$ cat config.mk
export PLATFORM = sky130hd
export DESIGN_NAME = rcnt_counter
export DESIGN_NICKNAME = d
export VERILOG_FILES = /design/src/rtl/rcnt_pkg.sv /design/src/rtl/rcnt_gate.sv /design/src/rtl/rcnt_cascade.sv /design/src/rtl/rcnt_copy.sv /design/src/rtl/rcnt_pulse.sv /design/src/rtl/rcnt_counter.sv
export SDC_FILE = /design/constraint.sdc
export NUM_CORES = 1
export LEC_CHECK = 0
export BUFFER_PORTS_ARGS = -buffer_cell sky130_fd_sc_hd__clkbuf_2
export CORE_AREA = 5 5 42 44
export DETAILED_ROUTE_END_ITERATION = 10
export DIE_AREA = 0 0 47 49
export GPL_ROUTABILITY_DRIVEN = 0
export SKIP_LAST_GASP = 1
export SLEW_MARGIN = 25
export SYNTH_ARGS = -nofsm -noshare
export SYNTH_HDL_FRONTEND = slang
export SYNTH_SLANG_ARGS = --single-unit
$ cat constraint.sdc
create_clock -name clk -period 0.9 [get_ports clk]
set_input_delay 0.045 -clock clk [delete_from_list [all_inputs] [get_ports clk]]
set_output_delay 0.045 -clock clk [all_outputs]
set_load 0.02 [all_outputs]
$ cat src/rtl/rcnt_pkg.sv
package rcnt_pkg;

    // Order in which the multi-control gates are applied along the chain
    typedef enum logic {
        ORD_DESC = 1'b0,   // most significant target first (counting order)
        ORD_ASC  = 1'b1    // bit 0 first (inverse of ORD_DESC)
    } order_e;

    localparam int COST_W = 8;

    typedef struct packed {
        logic [COST_W-1:0] gates;
        logic [COST_W-1:0] garbage;
    } cost_t;

    // Line index targeted by the k-th gate of an n-bit chain.
    // Line 0 is the request, line i+1 holds state bit i.
    function automatic int target_line(input int n, input int k, input order_e ord);
        return (ord == ORD_DESC) ? (n - k) : (k + 1);
    endfunction

    // Structural cost of an n-bit counter: chain gates plus copy gates,
    // and the request line as the only garbage line.
    function automatic cost_t counter_cost(input int n);
        cost_t c;
        c.gates   = COST_W'(2 * n);
        c.garbage = COST_W'(1);
        return c;
    endfunction

endpackage

$ cat src/rtl/rcnt_gate.sv
// One in-place multi-control NOT gate: line TGT is inverted when every
// line below it is 1. With TGT = 1 this is a plain controlled-NOT.
module rcnt_gate #(
    parameter int W   = 4,
    parameter int TGT = 1
) (
    input  logic [W-1:0] lines_i,
    output logic [W-1:0] lines_o
);
    localparam logic [W-1:0] CTRL_MASK = W'((1 << TGT) - 1);

    logic fire;

    always_comb begin
        fire          = &(lines_i | ~CTRL_MASK);
        lines_o       = lines_i;
        lines_o[TGT]  = lines_i[TGT] ^ fire;
    end
endmodule

$ cat src/rtl/rcnt_cascade.sv
// Ordered chain of N reversible gates on N+1 lines.
module rcnt_cascade
    import rcnt_pkg::*;
#(
    parameter int     N     = 3,
    parameter order_e ORDER = ORD_DESC
) (
    input  logic [N:0] lines_i,
    output logic [N:0] lines_o
);
    localparam int W = N + 1;

    logic [N:0][W-1:0] stage;

    assign stage[0] = lines_i;

    for (genvar k = 0; k < N; k++) begin : g_stage
        localparam int TGT = target_line(N, k, ORDER);
        rcnt_gate #(
            .W   (W),
            .TGT (TGT)
        ) u_gate (
            .lines_i (stage[k]),
            .lines_o (stage[k+1])
        );
    end

    assign lines_o = stage[N];
endmodule

$ cat src/rtl/rcnt_copy.sv
// Controlled-NOT fan-out: each source line controls a gate whose target
// is a zero ancilla, giving a pass-through line and an identical copy.
module rcnt_copy #(
    parameter int N = 3
) (
    input  logic [N-1:0] src_i,
    output logic [N-1:0] pass_o,
    output logic [N-1:0] copy_o
);
    for (genvar b = 0; b < N; b++) begin : g_bit
        logic ancilla;
        assign ancilla   = 1'b0;
        assign pass_o[b] = src_i[b];
        assign copy_o[b] = ancilla ^ src_i[b];
    end
endmodule

$ cat src/rtl/rcnt_pulse.sv
// Turns a level into a request that is high only in its first cycle.
module rcnt_pulse (
    input  logic clk,
    input  logic level_i,
    output logic pulse_o
);
    logic level_q;

    always_ff @(posedge clk) begin
        level_q <= level_i;
    end

    assign pulse_o = level_i & ~level_q;
endmodule

$ cat src/rtl/rcnt_counter.sv
module rcnt_counter
    import rcnt_pkg::*;
#(
    parameter int N = 3
) (
    input  logic              clk,
    input  logic              rst,
    input  logic              cnt_en,
    output logic [N-1:0]      state_q,
    output logic [N-1:0]      next_q,
    output logic              en_pass,
    output logic [COST_W-1:0] gate_count,
    output logic [COST_W-1:0] garbage_count
);
    localparam int    W    = N + 1;
    localparam cost_t COST = counter_cost(N);

    logic          req;
    logic [W-1:0]  lines_in;
    logic [W-1:0]  lines_out;
    logic [N-1:0]  fb_copy;
    logic [N-1:0]  state_r;

    rcnt_pulse u_pulse (
        .clk     (clk),
        .level_i (cnt_en),
        .pulse_o (req)
    );

    assign lines_in = {state_r, req};

    rcnt_cascade #(
        .N     (N),
        .ORDER (ORD_DESC)
    ) u_chain (
        .lines_i (lines_in),
        .lines_o (lines_out)
    );

    rcnt_copy #(
        .N (N)
    ) u_copy (
        .src_i  (lines_out[W-1:1]),
        .pass_o (next_q),
        .copy_o (fb_copy)
    );

    always_ff @(posedge clk) begin
        if (rst) begin
            state_r <= '0;
        end else begin
            state_r <= fb_copy;
        end
    end

    assign state_q       = state_r;
    assign en_pass       = lines_out[0];
    assign gate_count    = COST.gates;
    assign garbage_count = COST.garbage;
endmodule

==> results_dict.tcl <==
set metrics [dict create \
    cts_tree "yes" \
    intPower_mw 0.413 \
    die_area_um2 2300 \
    startpoint_type "flip-flop" \
    maxCapViolCount 0 \
    dpl.hpwl_um 441 \
    yosys.area.top_type_share_pct 39.2 \
    setup.worst_path.start "u_pulse.level_q" \
    hold_class "in2reg" \
    max_stage_delay_ps 330 \
    dpl.cell_count 57 \
    period_needed_ps 1210 \
    r2r_slack_ps -180 \
    fillers 149 \
    vias 202 \
    top_usage_layer "met2" \
    r2r-start "u_pulse.level_q" \
    required_ps 850 \
    synthArstFlopShare_pct 0 \
    crit_chain "nor2b_4 -> ha_4 -> xor2_4 -> buf_8" \
    wl_um 557 \
    arrival_ps 1160 \
    yosys_warnings 0 \
    power_density_nw_per_um2 1250 \
    p_comb_share_pct 30.6 \
    yosysTopAreaCell "buf_4" \
    multi_input_area_um2 216 \
    grt_pass1_wl_um 910 \
    ant_nets 0 \
    drive_gt1_share_pct 56.3 \
    track_usage_pct 5.87 \
    hold_violations 0 \
    fin_cells 64 \
    worstSkewPairLatency_ps 240 \
    place_area_um2 380 \
    grtUsageMet2_pct 8.14 \
    grt_overflow_total 0 \
    synth-main-ff-cell "dfxtp_1" \
    drc 0 \
    synth_common_cells "buf_4 (16), dfxtp_1 (4), nor2b_1 (3), conb_1 (2)" \
    drt_iter0_drc 0 \
    synth_most_common_cell "buf_4" \
    syn-cell-area_um2 307 \
    rows 14 \
    synth-edff-count 0 \
    layout.area.seq_um2 87.6 \
    ys_seq_area_share_pct 26.1 \
    final_util_pct 35.3 \
    die_w_um 47 \
    ir_drop_mv 0.519 \
    area_growth_pct 61.2 \
    grt_use_met1_pct 6.44 \
    fin_area_um2 494 \
    switchingPower_mw 0.205 \
    synth_cell_types 11 \
    status "finished with violations" \
    n_antenna_cell 0 \
    postSynthAreaPerCell_um2 9.58 \
    ios 26 \
    clkTransAtPathRegs_ps 40 \
    cp.depth 4 \
    p_total_mw 0.619 \
    crit_fanout 2 \
    leakage_nw 0.279 \
    clockBufferDepth 2 \
    clkPwrFrac_pct 37.3 \
    path_class "reg2out" \
    finalSetupViolations 7 \
    nNetsFinal 54 \
    clock_skew_ps 0.161 \
    antenna_found_initial 0 \
    core_um2 1400 \
    timing.final.ws_setup_ps -307 \
    htreeDepth 1 \
    die_y_um 49 \
    grt_pass1_vias 209 \
    violations "setup timing" \
    seqPwrFrac_pct 32.1 \
    initial_core_util_pct 21.9 \
    root_buffer "clkbuf_4" \
    viasPerCell 3.16 \
    ys_ff_latch 4 \
    rsz0062_at_grt "yes" \
    finalMaxSlewViolations 0 \
    max_freq_ghz 0.828 \
    post_drt_wl_per_cell_um 8.70 \
    drtPass1Iterations 1 \
    period_share_pct 134 \
    end_kind "output port" \
    grt_max_degree 5 \
    reg2regPathDepth 3 \
    critPathBufInv 1 \
    grt_use_met3_pct 2.21 \
    cts.sinks 4 \
    numPortBuffers 9 \
    rr_endpoint "state_q[2]" \
    cts_buffers 3 \
    critical-path-top-delay-family "flip-flops" \
    postSynthCellCount 32 \
    crit_end "next_q[1]" \
    p_sw_share_pct 33.2 \
    synth.area.top_cells "buf_4 (39%), dfxtp_1 (26%), nand4b_4 (7.8%)" \
    cp_slowest_cell "dfxtp_2" \
]
## registers in the layout (all words and copies together) (netlist names)
signal           cells
state_q              3
u_pulse.level_q      1
## placed cells by master, fill, tap and decap left out
master	synthesis	layout
nand4b_4	1	1
mux2_4	1	1
buf_4	16	3
dfxtp_2	0	3
clkbuf_2	0	4
nor2b_1	3	2
nor2b_4	0	1
clkbuf_4	0	3
xnor2_4	0	1
buf_8	0	3
clkbuf_8	0	2
dfxtp_4	0	1
and2b_1	1	1
xor2_4	0	1
conb_1	2	16
buf_6	0	2
nor2_1	1	1
ha_4	0	1
dlygate4sd3_1	0	1
## worst min path at each step
| stage | start | endpoint | slack (ps) | depth (start not counted) |
|---|---|---|---|---|
| 2_1_floorplan | cnt_en | u_pulse.level_q | 70 | 0 |
| 3_3_place_gp | cnt_en | u_pulse.level_q | 220 | 1 |
| 3_5_place_dp | cnt_en | u_pulse.level_q | 220 | 1 |
| 4_1_cts | rst | state_q[0] | 2 | 2 |
| 5_1_grt | rst | state_q[0] | 20 | 2 |
| 6_report | rst | state_q[0] | 10 | 2 |
## cell type report
cell class                 count  area share [%]
sequential                     4            17.7
clock buffer                   3            4.56
timing repair buffer          15            29.9
multi-input combinational     26            43.8
tap                           16            4.05
## metal layers
layer / vias to the layer above / wire length, µm
met5: - / 0
met4: 0 / 0
met3: 0 / 56
met2: 12 / 302
met1: 93 / 199
li1: 97 / -
## power by group through the flow
stage / registers (mW) / logic (mW) / clock network (mW)
6_report: 0.199 / 0.189 / 0.231
5_1_grt: 0.200 / 0.204 / 0.252
4_1_cts: 0.199 / 0.177 / 0.250
3_5_place_dp: 0.203 / 0.147 / 0
3_3_place_gp: 0.202 / 0.146 / 0
2_1_floorplan: 0.211 / 0.163 / 0
## stage by stage
| step | setup TNS, ps | hold slack [ps] | setup slack (ps) |
|---|---|---|---|
| floorplan | -511 | 72.7 | -210 |
| global placement | -187 | 215 | -75.9 |
| detailed placement | -212 | 223 | -79.5 |
| CTS | -1130 | 2.07 | -319 |
| global route | -1620 | 21.8 | -372 |
| finish | -1300 | 11.1 | -307 |
## logic make-up (layout without fill, tap and decap cells)
group / after synthesis / in the layout / share of synthesized area [%]
adders and majority gates: 1 / 1 / 4.08
and+or+nand+nor: 6 / 6 / 17.6
buffers and inverters: 16 / 18 / 39.2
xor gates and xnor gates: 2 / 2 / 5.72
DFF: 4 / 4 / 26.1
other: 2 / 16 / 2.45
muxes: 1 / 1 / 4.90
## repair_timing
action | in CTS | in global routing
resized for setup | 13 | 4
hold buffers | 1 | 0
setup endpoints to repair | 8 | 8
pin swaps | 1 | 1
endpoints found under the hold margin | 1 | 0
buffers inserted | 1 | 2
Note: power is estimated with default switching activity, not from simulation.
